===== config.mk =====
export PLATFORM = sky130hd
export DESIGN_NAME = irqc_top
export DESIGN_NICKNAME = d
export VERILOG_FILES = /design/src/rtl/irqc_pkg.sv /design/src/rtl/irqc_sec_stage.sv /design/src/rtl/irqc_arb.sv /design/src/rtl/irqc_prim_stage.sv /design/src/rtl/irqc_top.sv
export SDC_FILE = /design/constraint.sdc
export NUM_CORES = 1
export LEC_CHECK = 0
export CORE_MARGIN = 1
export CORE_UTILIZATION = 53
export CTS_CLUSTER_SIZE = 40
export DETAILED_ROUTE_END_ITERATION = 8
export PLACE_DENSITY = 0.83
export SLEW_MARGIN = 20
export SYNTH_ARGS = -nofsm -noshare
export SYNTH_HDL_FRONTEND = slang
export SYNTH_SLANG_ARGS = --single-unit

===== constraint.sdc =====
create_clock -name clk -period 3.25 [get_ports clk]
set_clock_uncertainty 0.2 [all_clocks]
set_input_delay 0.65 -clock clk [delete_from_list [all_inputs] [get_ports clk]]
set_output_delay 0.65 -clock clk [all_outputs]
set_load 0.02 [all_outputs]

===== src/rtl/irqc_pkg.sv =====
package irqc_pkg;
    parameter int REG_W    = 8;
    parameter int SEC_N    = 4;
    parameter int PRIM_N   = 2 * REG_W;
    parameter int IDX_W    = $clog2(PRIM_N);
    parameter int ADDR_W   = 3;
    parameter int TOVF_BIT = 0;
    parameter int PI_BIT   = 13;
    parameter int RSV_BIT  = 15;

    // secondary source order inside the cascade
    parameter int SEC_T1 = 0;
    parameter int SEC_T2 = 1;
    parameter int SEC_WG = 2;
    parameter int SEC_C5 = 3;

    // primary bits that a direct event may set
    parameter logic [PRIM_N-1:0] DIRECT_SRC = ~((PRIM_N'(1) << TOVF_BIT) |
                                                (PRIM_N'(1) << PI_BIT) |
                                                (PRIM_N'(1) << RSV_BIT));
    parameter logic [PRIM_N-1:0] PRIM_VALID = ~(PRIM_N'(1) << RSV_BIT);

    typedef enum logic [ADDR_W-1:0] {
        A_PEND_LO = 3'd0,
        A_MASK_LO = 3'd1,
        A_PEND_HI = 3'd2,
        A_MASK_HI = 3'd3,
        A_SEC_PND = 3'd4,
        A_SEC_MSK = 3'd5,
        A_SEL_LO  = 3'd6,
        A_SEL_HI  = 3'd7
    } irqc_addr_e;

    typedef struct packed {
        logic [SEC_N-1:0] pend;
        logic [SEC_N-1:0] mask;
    } sec_state_t;

    typedef struct packed {
        logic [PRIM_N-1:0] pend;
        logic [PRIM_N-1:0] mask;
        logic [PRIM_N-1:0] sel;
    } prim_state_t;
endpackage


===== src/rtl/irqc_sec_stage.sv =====
module irqc_sec_stage
    import irqc_pkg::*;
(
    input  logic             clk,
    input  logic             rst_n,
    input  logic [SEC_N-1:0] sec_evt,
    input  logic             rd_clr,
    input  logic             mask_we,
    input  logic [REG_W-1:0] wr_data,
    output logic [REG_W-1:0] pend_view,
    output logic [REG_W-1:0] mask_view,
    output logic             pi_set,
    output logic             tovf_set
);
    sec_state_t st_d, st_q;
    logic [SEC_N-1:0] gated_evt_d;

    always_comb begin
        st_d = st_q;
        if (mask_we) begin
            for (int i = 0; i < SEC_N; i++) begin
                st_d.mask[i] = wr_data[2*i];
            end
        end
        if (rd_clr) begin
            st_d.pend = '0;
        end
        // a fresh event survives a clearing read
        st_d.pend   = st_d.pend | sec_evt;
        gated_evt_d = sec_evt & st_q.mask;
        tovf_set    = gated_evt_d[SEC_T1] | gated_evt_d[SEC_T2];
        pi_set      = gated_evt_d[SEC_WG] | gated_evt_d[SEC_C5];
    end

    always_ff @(posedge clk or negedge rst_n) begin
        if (!rst_n) begin
            st_q <= '0;
        end else begin
            st_q <= st_d;
        end
    end

    for (genvar gi = 0; gi < SEC_N; gi++) begin : g_view
        assign pend_view[2*gi]   = st_q.pend[gi];
        assign pend_view[2*gi+1] = 1'b1;
        assign mask_view[2*gi]   = st_q.mask[gi];
        assign mask_view[2*gi+1] = 1'b1;

        AST_SEC_EVT_KEPT: assert property (@(posedge clk) disable iff (!rst_n)
            sec_evt[gi] |=> st_q.pend[gi]);
    end

    AST_SEC_RD_CLEARS: assert property (@(posedge clk) disable iff (!rst_n)
        (rd_clr && sec_evt == '0) |=> st_q.pend == '0);

    AST_SEC_HOLD: assert property (@(posedge clk) disable iff (!rst_n)
        (!rd_clr && sec_evt == '0) |=> $stable(st_q.pend));
endmodule


===== src/rtl/irqc_arb.sv =====
module irqc_arb
    import irqc_pkg::*;
(
    input  logic [PRIM_N-1:0] active,
    input  logic [PRIM_N-1:0] sel,
    output logic              irq_req,
    output logic              pts_req,
    output logic [IDX_W-1:0]  req_idx
);
    logic any_act;

    always_comb begin
        req_idx = '0;
        any_act = |active;
        // scan downward so the lowest set index is kept last
        for (int i = PRIM_N - 1; i >= 0; i--) begin
            if (active[i]) begin
                req_idx = IDX_W'(i);
            end
        end
        pts_req = any_act & sel[req_idx];
        irq_req = any_act & ~sel[req_idx];
    end
endmodule


===== src/rtl/irqc_prim_stage.sv =====
module irqc_prim_stage
    import irqc_pkg::*;
(
    input  logic              clk,
    input  logic              rst_n,
    input  logic [PRIM_N-1:0] set_vec,
    input  logic [1:0]        mask_we,
    input  logic [1:0]        sel_we,
    input  logic [REG_W-1:0]  wr_data,
    input  logic              ack,
    input  logic [IDX_W-1:0]  ack_idx,
    output logic [PRIM_N-1:0] pend_q,
    output logic [PRIM_N-1:0] mask_q,
    output logic [PRIM_N-1:0] sel_q,
    output logic              irq_req,
    output logic              pts_req,
    output logic [IDX_W-1:0]  req_idx
);
    prim_state_t st_d, st_q;

    always_comb begin
        st_d = st_q;
        for (int b = 0; b < 2; b++) begin
            if (mask_we[b]) st_d.mask[b*REG_W +: REG_W] = wr_data;
            if (sel_we[b])  st_d.sel[b*REG_W +: REG_W]  = wr_data;
        end
        st_d.mask = st_d.mask & PRIM_VALID;
        st_d.sel  = st_d.sel & PRIM_VALID;
        if (ack) begin
            st_d.pend[ack_idx] = 1'b0;
        end
        // a new event wins over a same-cycle acknowledge
        st_d.pend = (st_d.pend | set_vec) & PRIM_VALID;
    end

    always_ff @(posedge clk or negedge rst_n) begin
        if (!rst_n) begin
            st_q <= '0;
        end else begin
            st_q <= st_d;
        end
    end

    assign pend_q = st_q.pend;
    assign mask_q = st_q.mask;
    assign sel_q  = st_q.sel;

    irqc_arb u_arb (
        .active  (st_q.pend & st_q.mask),
        .sel     (st_q.sel),
        .irq_req (irq_req),
        .pts_req (pts_req),
        .req_idx (req_idx)
    );

    AST_ACK_CLEARS: assert property (@(posedge clk) disable iff (!rst_n)
        (ack && !set_vec[ack_idx]) |=> !pend_q[$past(ack_idx)]);

    AST_REQ_ENABLED: assert property (@(posedge clk) disable iff (!rst_n)
        (irq_req || pts_req) |-> (pend_q[req_idx] && mask_q[req_idx]));

    AST_ONE_PATH: assert property (@(posedge clk) disable iff (!rst_n)
        !(irq_req && pts_req));

    AST_LOWEST_WINS: assert property (@(posedge clk) disable iff (!rst_n)
        (irq_req || pts_req) |->
            ((pend_q & mask_q & ((PRIM_N'(1) << req_idx) - PRIM_N'(1))) == '0));

    AST_RSV_CLEAR: assert property (@(posedge clk) disable iff (!rst_n)
        !pend_q[RSV_BIT] && !mask_q[RSV_BIT] && !sel_q[RSV_BIT]);
endmodule


===== src/rtl/irqc_top.sv =====
module irqc_top
    import irqc_pkg::*;
(
    input  logic              clk,
    input  logic              rst_n,
    input  logic [ADDR_W-1:0] bus_addr,
    input  logic              bus_wr,
    input  logic              bus_rd,
    input  logic [REG_W-1:0]  bus_wdata,
    output logic [REG_W-1:0]  bus_rdata,
    input  logic [SEC_N-1:0]  sec_evt,
    input  logic [PRIM_N-1:0] prim_evt,
    input  logic              ack,
    input  logic [IDX_W-1:0]  ack_idx,
    output logic              irq_req,
    output logic              pts_req,
    output logic [IDX_W-1:0]  req_idx
);
    logic [REG_W-1:0]  sec_pend_view, sec_mask_view;
    logic              pi_set, tovf_set, sec_rd_clr, sec_mask_we;
    logic [1:0]        mask_we, sel_we;
    logic [PRIM_N-1:0] set_vec, pend_q, mask_q, sel_q;

    always_comb begin
        sec_rd_clr  = bus_rd && (bus_addr == A_SEC_PND);
        sec_mask_we = bus_wr && (bus_addr == A_SEC_MSK);
        mask_we     = {bus_wr && (bus_addr == A_MASK_HI), bus_wr && (bus_addr == A_MASK_LO)};
        sel_we      = {bus_wr && (bus_addr == A_SEL_HI),  bus_wr && (bus_addr == A_SEL_LO)};
        set_vec     = (prim_evt & DIRECT_SRC)
                    | (PRIM_N'(tovf_set) << TOVF_BIT)
                    | (PRIM_N'(pi_set) << PI_BIT);
        case (bus_addr)
            A_PEND_LO: bus_rdata = pend_q[REG_W-1:0];
            A_MASK_LO: bus_rdata = mask_q[REG_W-1:0];
            A_PEND_HI: bus_rdata = pend_q[PRIM_N-1:REG_W];
            A_MASK_HI: bus_rdata = mask_q[PRIM_N-1:REG_W];
            A_SEC_PND: bus_rdata = sec_pend_view;
            A_SEC_MSK: bus_rdata = sec_mask_view;
            A_SEL_LO:  bus_rdata = sel_q[REG_W-1:0];
            default:   bus_rdata = sel_q[PRIM_N-1:REG_W];
        endcase
    end

    irqc_sec_stage u_sec (
        .clk       (clk),
        .rst_n     (rst_n),
        .sec_evt   (sec_evt),
        .rd_clr    (sec_rd_clr),
        .mask_we   (sec_mask_we),
        .wr_data   (bus_wdata),
        .pend_view (sec_pend_view),
        .mask_view (sec_mask_view),
        .pi_set    (pi_set),
        .tovf_set  (tovf_set)
    );

    irqc_prim_stage u_prim (
        .clk     (clk),
        .rst_n   (rst_n),
        .set_vec (set_vec),
        .mask_we (mask_we),
        .sel_we  (sel_we),
        .wr_data (bus_wdata),
        .ack     (ack),
        .ack_idx (ack_idx),
        .pend_q  (pend_q),
        .mask_q  (mask_q),
        .sel_q   (sel_q),
        .irq_req (irq_req),
        .pts_req (pts_req),
        .req_idx (req_idx)
    );

    AST_PI_NEEDS_SEC_MASK: assert property (@(posedge clk) disable iff (!rst_n)
        (!pend_q[PI_BIT] && !prim_evt[PI_BIT]) |=> (pend_q[PI_BIT] ==
            $past((sec_evt[SEC_WG] && sec_mask_view[2*SEC_WG]) ||
                  (sec_evt[SEC_C5] && sec_mask_view[2*SEC_C5]))));

    AST_TOVF_NEEDS_SEC_MASK: assert property (@(posedge clk) disable iff (!rst_n)
        !pend_q[TOVF_BIT] |=> (pend_q[TOVF_BIT] ==
            $past((sec_evt[SEC_T1] && sec_mask_view[2*SEC_T1]) ||
                  (sec_evt[SEC_T2] && sec_mask_view[2*SEC_T2]))));
endmodule


== After elaboration in Yosys (flattened, before gate mapping) ==
Index checks and enable logic that the tools add are counted.
Storage, ports and cells
  memories kept: 0
  memory bits (read-only): 0
  memory bits (writable): 0
  bits in latches: 0
  output and inout port bits: 14
  logic and storage cells: 62
  bits in registers: 53
  input port bits: 40
Operators by class
  $lt $le $gt $ge: 3
  muxes and demuxes: 23
  $add $sub $neg: 0
  eq/ne operators: 7
  div/mod/pow operators: 0
  $mul: 0
  bitwise logic cells: 13
  shift operators: 0
  reductions and logical operators: 9
Operators with widths (count)
  $mux W4: 17
  $pmux W8 S7: 1
  $and A15 B15 Y15: 2
  $reduce_or A16 Y1: 1
  $mux W15: 1
  $not A15 Y15: 1
  $or A15 B1 Y15: 1
  $or A15 B14 Y15: 1
  $or A15 B15 Y15: 1
  $eq A3 B3 Y1 const B: 4
  $lt A4 B5 Y1 const B: 2
  $logic_and A1 B1 Y1: 7
  $eq A3 B2 Y1 const B: 2
  $and A4 B4 Y4: 1
  $bmux W1 S4: 1
  $demux W1 S4: 1
  $ge A4 B1 Y1 const B: 1
  $or A4 B4 Y4: 1
  $eq A3 B1 Y1 const B: 1
  $logic_not A3 Y1: 1
  $and A1 B1 Y1: 2
  $mux W1: 2
  $or A1 B1 Y1: 2
  $not A1 Y1: 1

== Longest topological paths before layout ==
Gate-level depths: netlist of run 1.
  depth in word-level cells: 20
  mapped depth: 8
  mapped depth without buffers: 8

== Hierarchy ==
From an unflattened synthesis of run 1, not the netlist that was laid out.
Second synthesis, totals
  cell total of the unflattened synthesis: 307
  area, all modules: 3265.6 um2
Modules (own cells, without submodules)
  irqc_prim_stage: cells an instance 150, times used 1, area each 1909.3 um2
  irqc_top: cells an instance 86, times used 1, area each 654.4 um2
  irqc_sec_stage: cells an instance 28, times used 1, area each 360.3 um2
  irqc_arb: cells an instance 43, times used 1, area each 341.6 um2

== Worst setup path after synthesis of run 1 ==
Ideal clock, no wire load.
  kind: register -> output
  start point: reg u_prim.st_q (netlist bit u_prim.pend_q[10])
  end point: out pts_req
  data required time: 2.400 ns
  arrival: 2.165 ns
  cell stages (with the launch flop): 9
  path slack: 0.235 ns
  cell sequence: dfrtp_1 a22o_1 or3_1 a31o_4 inv_6 a2111oi_4 a221oi_2 a211oi_2 o221ai_1
On the way
  word-level cells in the longest chain between the ends: 15
  elaborated cells between the ends (all ways): 16
  classes of those cells: mux: 13; bitwise: 2; reduce/logical: 1
Ends and longest elaborated chain
  start: declaration: RTL line irqc_prim_stage.sv:19  | prim_state_t st_d, st_q;
  start signal: assignment: RTL line irqc_prim_stage.sv:40  | st_q <= st_d;
  $and A15 B15 Y15: RTL line irqc_prim_stage.sv:49  | .active (st_q.pend & st_q.mask),
  $mux W4 (11 in series): RTL line irqc_arb.sv:17  | if (active[i]) begin
  named net req_idx[2]: RTL line irqc_top.sv:17  | output logic [IDX_W-1:0] req_idx
  $bmux W1 S4: RTL line irqc_arb.sv:21  | pts_req = any_act & sel[req_idx];
  $mux W1 (implied by the code): RTL line irqc_arb.sv:21
  $and A1 B1 Y1: RTL line irqc_arb.sv:21
  end: declaration: RTL line irqc_top.sv:16  | output logic pts_req,
The timed path passes the listed nets, and every way through them passes these cells. The select of a mux whose other input is x is not followed.

== Worst setup path after layout of run 1 ==
  start point: reg u_prim.st_q (netlist bit u_prim.mask_q[10])
  end point: out irq_req
On the way
  word-level cells in the longest chain between the ends: 16
  elaborated cells between the ends (all ways): 17
  classes of those cells: mux: 13; bitwise: 3; reduce/logical: 1
Ends and longest elaborated chain
  $and A15 B15 Y15 (*): RTL line irqc_prim_stage.sv:49
  $mux W4 (11 in series): RTL line irqc_arb.sv:17
  $bmux W1 S4: RTL line irqc_arb.sv:22  | irq_req = any_act & ~sel[req_idx];
  $mux W1 (implied by the code): RTL line irqc_arb.sv:22
  $not A1 Y1: RTL line irqc_arb.sv:22
  $and A1 B1 Y1 (*): RTL line irqc_arb.sv:22
  end: declaration: RTL line irqc_top.sv:15  | output logic irq_req,
Every way passes the cells marked *; elsewhere a longest branch is shown, timed or not. The select of a mux whose other input is x is not followed.

==> reports/results.ini, run 1 <==
[outcome]
outcome = complete, but fails checks
failed_checks = setup timing

[routing]
detail_route.wirelength_mm = 8.98
route.vias.total = 2883
wl_met2_mm = 4.43
routed.top_layer = met4
drt_iter0_drc = 269
ant_nets = 0
met1_length_mm = 3.59
first_pass_iters = 4
drc = 0
wl_met3_um = 616
routed_via_density = 6.15
detail_route.wl_per_cell_um = 19.1

[synthesis]
synth_enable_flop_cells = 0
synthDominantAreaCellType = sky130_fd_sc_hd__dfrtp_1
synth_xor_xnor_area_share = 0
synth_compound_gate_area_share = 0.203
yosys_warnings = 0
avgSynthCellArea_um2 = 10.7
ys_seq_area_frac = 0.431
synth_area_um2 = 3080
synth.ff_latch_count = 53
ys_dominant_reg_cell = sky130_fd_sc_hd__dfrtp_1
synth_top_family_by_area = compound AO/OA/AOI/OAI gates
synth.net_count = 327
fraction_of_synthesis_flops_using_an_asynchronous_set_or_reset_pin = 1.00
adder_cell_share_of_the_synthesized_area = 0
synthTopCellsByArea = sky130_fd_sc_hd__dfrtp_1, sky130_fd_sc_hd__mux2_2, sky130_fd_sc_hd__nand2b_1, sky130_fd_sc_hd__o21ai_0, sky130_fd_sc_hd__mux4_2
synthMuxAreaShare = 0.194
synth_cell_type_count = 54
synth_top_cell_area_share = 0.431
netlist_instances = 287
simple_gate_portion_of_the_synthesized_area = 0.150

[sta]
finalCritPeriodShare = 1.08
finalMaxSlewViolations = 0
rsz0062_at_grt = true
max_slew_margin = 0.672
fmaxAchievable_mhz = 285
timing.final.crit_period_ns = 3.51
hold_viol = 0
worst_pin_slew_ns = 0.489
post-route-worst-setup-slack_ns = -0.264
fin_worst_hold_slack_ns = 0.0452
setup_viol = 2

[setup_path]
cp_slowest_cell = sky130_fd_sc_hd__dfrtp_1
worstPathArrival_ns = 2.66
worst-setup-path-type = flop to output port
delay_contributed_by_the_slowest_stage_of_the_critical_path_ns = 0.42
ordered_cell_list_for_the_critical_path = a22o_1 -> or3_4 -> a31o_4 -> clkinv_4 -> buf_4 -> nand2_1 -> a21oi_2 -> nor2_2 -> a221o_1 -> buf_6
setup.worst_path.start_class = flop
endpoint_kind = output port
cp.required_ns = 2.40
worst-path-max-fanout = 4
critPathBufInv = 3
timing.critical_path.max_delay_family = compound AO/OA/AOI/OAI gates

[floorplan]
boundaryPins = 54
die_area_um2 = 6110
floorplan.initialDensity = 0.555
fp.dieH_um = 78.2
core-area_um2 = 5540
width_of_the_die_um = 78.2
row_count = 27

[power]
power_report.internal_total_mw = 1.44
power_frac_clock = 0.168
powerDensity_nw_per_um2 = 527
peakVddDrop_uv = 302
power_share_of_the_sequential_group = 0.388
netSwitchingFraction = 0.359
post-layout-total-power_mw = 2.24
power.net_switching_mw = 0.806
share_comb_of_total_power = 0.444
p_leak_nw = 1.79

[clock_network]
post_cts_hold_buffer_count = 0
tritoncts = yes
cts_made_buffers = 5
clock_path_buffers = 2
cts-htree-levels = 2
clock-sinks = 53
cts.reportedPaths.clkPinSlew_ns = 0.10
clockRootBuffer = sky130_fd_sc_hd__clkbuf_8
clock_insertion_delay_worst_skew_ns = 0.31

[cells_and_area]
final_nets = 436
flow.area_growth_from_synthesis_pct = 38.4
postLayoutCoreUtil = 0.769
layout-drive-gt1-share = 0.388
num_antenna_cells = 0
finalInstanceArea_um2 = 4260
layout.filler_cells = 397

[placed_design]
dpl_cell_area_um2 = 4020
count_of_buffers_inserted_at_the_top_level_ports = 50
post-dp-hpwl_mm = 6.63
gp_routability_congestion = 0.972

[grt]
overflow = 0
grt_start_max_net_pins = 39
grt_pass1_wl_mm = 13.8
grt_util_all_layers = 0.298
via_count_of_the_first_global_routing_pass = 2826
antenna_found_initial = 0

[flow_run]
timing.max_cap.violations = 0

[hold_path]
holdCritPathClass = input port to asynchronous set/reset pin

cells in the mapped netlist (2+ instances only):
cell type and count:
sky130_fd_sc_hd__a311oi_1 3, sky130_fd_sc_hd__nor2_1 11, sky130_fd_sc_hd__mux2i_1 9, sky130_fd_sc_hd__o2bb2ai_1 3
sky130_fd_sc_hd__o21ai_0 23, sky130_fd_sc_hd__mux4_2 5, sky130_fd_sc_hd__nand2_1 24, sky130_fd_sc_hd__inv_1 5
sky130_fd_sc_hd__buf_1 2, sky130_fd_sc_hd__nand3b_1 3, sky130_fd_sc_hd__dfrtp_1 53, sky130_fd_sc_hd__a32o_1 2
sky130_fd_sc_hd__a211oi_1 2, sky130_fd_sc_hd__mux2_2 35, sky130_fd_sc_hd__nand2b_1 19, sky130_fd_sc_hd__nand4_1 5
sky130_fd_sc_hd__a22oi_1 6, sky130_fd_sc_hd__nand3_1 4, sky130_fd_sc_hd__clkbuf_1 8, sky130_fd_sc_hd__or3_1 2
sky130_fd_sc_hd__and3_2 3, sky130_fd_sc_hd__and2_2 2, sky130_fd_sc_hd__nand4b_1 2, sky130_fd_sc_hd__nand2_2 2
sky130_fd_sc_hd__a22o_1 2, sky130_fd_sc_hd__o31ai_1 4, sky130_fd_sc_hd__a22o_2 2, sky130_fd_sc_hd__and2_1 2
sky130_fd_sc_hd__and3_1 3, sky130_fd_sc_hd__a21o_1 4, sky130_fd_sc_hd__a21oi_1 14
final timing paths:
path	start	to	slack (ns)	cells past startpoint
min in group clk	u_sec.pend_view[0]	u_sec.pend_view[0]	0.30	1
min	rst_n	u_prim.pend_q[5]	0.05	1
max	u_prim.mask_q[10]	irq_req	-0.26	10
max reg2reg	u_prim.pend_q[0]	u_prim.pend_q[0]	2.08	4
max in group asynchronous	rst_n	u_prim.sel_q[13]	2.00	2
min reg2reg	u_sec.pend_view[0]	u_sec.pend_view[0]	0.30	1
per-stage QoR:
stage | instances | worst slack, ns | TNS, ns
2_1_floorplan | 287 | 0.235 | 0
3_3_place_gp | 452 | -0.310 | -1.98
3_5_place_dp | 452 | -0.338 | -2.28
4_1_cts | 467 | -0.208 | -0.499
5_1_grt | 469 | -0.312 | -0.594
6_report | 469 | -0.264 | -0.472
routing by layer:
layer,vias to the layer above,global-route usage
li1,1303,-
met1,1398,0.374
met2,148,0.515
met3,34,0.0384
met4,0,0.128
met5,-,0
repair_timing:
item / in CTS / in global routing
pin swaps: 12 / 9
endpoints found under the setup margin: 12 / 7
buffers inserted: 7 / 2
gates resized for setup: 35 / 22
kinds of logic (layout without fill, tap and decap cells):
logic type             Yosys count  after routing
and+or+nand+nor                 85             85
DFF                             53             53
buffers and inverters           17            127
AOI/OAI and AO/OA               83             83
muxes                           49             49
registers in the layout, indices dropped and copies added (netlist names):
register / cells
u_prim.mask_q: 15
u_prim.sel_q: 15
u_sec.mask_view: 4
u_sec.pend_view: 4
u_prim.pend_q: 15
placed cells by master (no fill, tap or decap), drive strengths merged, types with 3 or more instances in the layout:
master / n
a211oi: 3
mux4: 5
mux2i: 9
dfrtp: 53
o2bb2ai: 3
mux2: 35
a22oi: 6
nand4: 5
a32o: 3
a22o: 4
a21o: 4
nand3b: 3
a311oi: 3
dlygate4sd2: 8
clkbuf: 6
o21ai: 24
nand2b: 19
clkdlybuf4s50: 34
nor2: 11
nand3: 4
nand2: 26
buf: 65
and2: 4
inv: 7
and3: 6
o31ai: 4
a21oi: 15
power by group through the flow:
stage	Sequential (mW)	Combinational (mW)	Clock (mW)
2_1_floorplan	0.836	0.518	0
5_1_grt	0.878	1.06	0.404
3_5_place_dp	0.874	0.886	0
3_3_place_gp	0.869	0.857	0
4_1_cts	0.862	0.929	0.376
6_report	0.871	0.996	0.376
cell type report:
| type | instances | area, um2 | area share |
|---|---|---|---|
| clock buffer | 5 | 68.8 | 0.0162 |
| clock inverter | 3 | 21.3 | 0.00500 |
| inverter | 7 | 31.3 | 0.00735 |
| multi-input combinational | 217 | 1760 | 0.413 |
| sequential | 53 | 1330 | 0.311 |
| tap | 72 | 90.1 | 0.0212 |
| timing repair buffer | 112 | 963 | 0.226 |
No activity file was read; power rests on OpenSTA's default activity.
==> run 2: changes to the inputs <==
--- a/config.mk
+++ b/config.mk
@@ -5,10 +5,11 @@
 export SDC_FILE = /design/constraint.sdc
 export NUM_CORES = 1
 export LEC_CHECK = 0
-export CORE_MARGIN = 1
+export CORE_MARGIN = 2
 export CORE_UTILIZATION = 53
 export CTS_CLUSTER_SIZE = 40
 export DETAILED_ROUTE_END_ITERATION = 8
+export GPL_ROUTABILITY_DRIVEN = 0
 export PLACE_DENSITY = 0.83
 export SLEW_MARGIN = 20
 export SYNTH_ARGS = -nofsm -noshare
==> run 2 against run 1 <==
Setup slack improved by 0.066 ns. Non-clock buffer count increased by 2. Clock power about the same. Critical path depth decreased by 2. Sequential power decreased by 1%. Power decreased by 1.4%. First-iteration DRC count decreased by 4.1%. Cell count increased by 0.43%. The run still ends with setup timing left.
==> reports/results.ini, run 2 (same netlist as run 1, synthesis figures left out) <==
[setup_path]
r2r_path_start = u_prim.pend_q[0]
r2r_slack_ns = 2.10
setup.worst_path.start_class = flop
ff2ff_path_depth = 4
cp.required_ns = 2.40
endpoint_kind = output port
worst-path-max-fanout = 3
worstPathArrival_ns = 2.60
rr_endpoint = u_prim.pend_q[0]
worst-setup-path-type = flop to output port

[floorplan]
floorplan.initialDensity = 0.555
row_count = 27
die_area_um2 = 6430
core-area_um2 = 5540
boundaryPins = 54
width_of_the_die_um = 80.2
fp.dieH_um = 80.2

[cells_and_area]
finalInstanceArea_um2 = 4220
most-common-layout-cells = sky130_fd_sc_hd__buf_4, sky130_fd_sc_hd__dfrtp_1, sky130_fd_sc_hd__mux2_2
num_antenna_cells = 0
layout.cells.most_common = sky130_fd_sc_hd__buf_4
layout-drive-gt1-share = 0.363
flow.area_growth_from_synthesis_pct = 37.3
final_nets = 438

[sta]
fmaxAchievable_mhz = 290
worst_pin_slew_ns = 0.525
max_slew_margin = 0.648
rsz0062_at_grt = true
post-route-worst-setup-slack_ns = -0.198
finalCritPeriodShare = 1.06
setup_viol = 2
finalMaxSlewViolations = 0
timing.final.crit_period_ns = 3.45
hold_viol = 0

[routing]
detail_route.wirelength_mm = 8.92
drc = 0
detail_route.wl_per_cell_um = 18.9
first_pass_iters = 5
routed_via_density = 6.13
route.vias.total = 2887
drt_iter0_drc = 258
ant_nets = 0

[grt]
antenna_found_initial = 0
grt_start_max_net_pins = 27
grt_pass1_wl_mm = 14.4
grt_util_all_layers = 0.297
overflow = 0
via_count_of_the_first_global_routing_pass = 2979

[clock_network]
clock_path_buffers = 2
clock-sinks = 53
clock_insertion_delay_worst_skew_ns = 0.31
tritoncts = yes
cts_made_buffers = 5
cts-htree-levels = 2
clockRootBuffer = sky130_fd_sc_hd__clkbuf_8
cts.reportedPaths.clkPinSlew_ns = 0.10

[power]
powerDensity_nw_per_um2 = 524
post-layout-total-power_mw = 2.21
peakVddDrop_uv = 302
p_leak_nw = 1.78

[placed_design]
dpl_cell_area_um2 = 4030
post-dp-hpwl_mm = 6.89
count_of_buffers_inserted_at_the_top_level_ports = 50

[outcome]
failed_checks = setup timing
outcome = complete, but fails checks

[hold_path]
holdPathStages = 1
min_from = u_sec.pend_view[0]
whs_endpoint = u_sec.pend_view[0]
holdCritPathClass = flop to flop

[flow_run]
timing.max_cap.violations = 0

[run 2: changes by cell type in the layout (fill, tap and decap cells not counted), sizes merged]
cell,before,now
buf,65,66
clkbuf,6,7
clkdlybuf4s15,2,1
clkinv,2,1
dlygate4sd3,0,1
inv,7,8
[run 2: layout make-up]
| cell class | instances | area [um2] |
|---|---|---|
| fillers | 388 | 1320 |
| repair buffers | 114 | 971 |
| inverters | 7 | 31.3 |
| flip-flops and latches | 53 | 1330 |
| clock inverters | 3 | 21.3 |
| clock buffers | 5 | 68.8 |
| multi-input cells | 217 | 1720 |
| well taps | 72 | 90.1 |
[run 2: how the worst max path moves through the flow]
stage	start	to	slack, ns	cells past startpoint
global route	u_prim.mask_q[12]	pts_req	-0.34	9
floorplan	u_prim.pend_q[10]	pts_req	0.23	8
global placement	bus_addr[0]	bus_rdata[6]	-0.31	6
CTS	u_prim.mask_q[8]	irq_req	-0.18	10
detailed placement	u_prim.mask_q[13]	irq_req	-0.30	9
finish	u_prim.pend_q[10]	irq_req	-0.20	8
[run 2: routing by layer]
metal | vias up | GRT usage | wire [um] | part of all wire
li1 | 1306 | - | - | -
met1 | 1365 | 0.365 | 3520 | 0.39
met2 | 170 | 0.490 | 4260 | 0.48
met3 | 46 | 0.0596 | 691 | 0.077
met4 | 0 | 0.161 | 453 | 0.051
met5 | - | 0 | 0 | 0
[run 2: power by group]
| part | internal, mW | leakage (nW) | total (mW) | switching, mW |
|---|---|---|---|---|
| clock | 0.153 | 0.0445 | 0.377 | 0.224 |
| sequential | 0.759 | 0.579 | 0.862 | 0.103 |
| combinational | 0.512 | 1.16 | 0.974 | 0.462 |
[run 2: critical path, stage by stage (launching register included)]
cell                       delay (ns)
sky130_fd_sc_hd__dfrtp_1         0.40
sky130_fd_sc_hd__a22o_1          0.27
sky130_fd_sc_hd__or3_4           0.38
sky130_fd_sc_hd__a31o_4          0.26
sky130_fd_sc_hd__buf_4           0.14
sky130_fd_sc_hd__a31o_2          0.21
sky130_fd_sc_hd__a211oi_2        0.30
sky130_fd_sc_hd__a221o_1         0.21
sky130_fd_sc_hd__buf_6           0.12
[run 2: repair_timing]
item / in CTS / in global routing
pin swaps: 7 / 9
setup endpoints to repair: 12 / 9
endpoints found under the hold margin: 11 / 0
hold buffers: 1 / 0
setup buffers: 7 / 2
gates resized for setup: 28 / 13
[run 2: per-stage QoR]
stage	instances	utilization	hold slack, ns	setup TNS [ns]	setup WS [ns]
finish	471	0.762	0.302	-0.385	-0.198
global route	471	0.762	0.339	-0.674	-0.338
CTS	469	0.754	0.303	-0.344	-0.177
detailed placement	453	0.727	0.280	-2.23	-0.297
global placement	453	0.727	0.262	-1.93	-0.307
floorplan	287	-	0.154	0	0.235
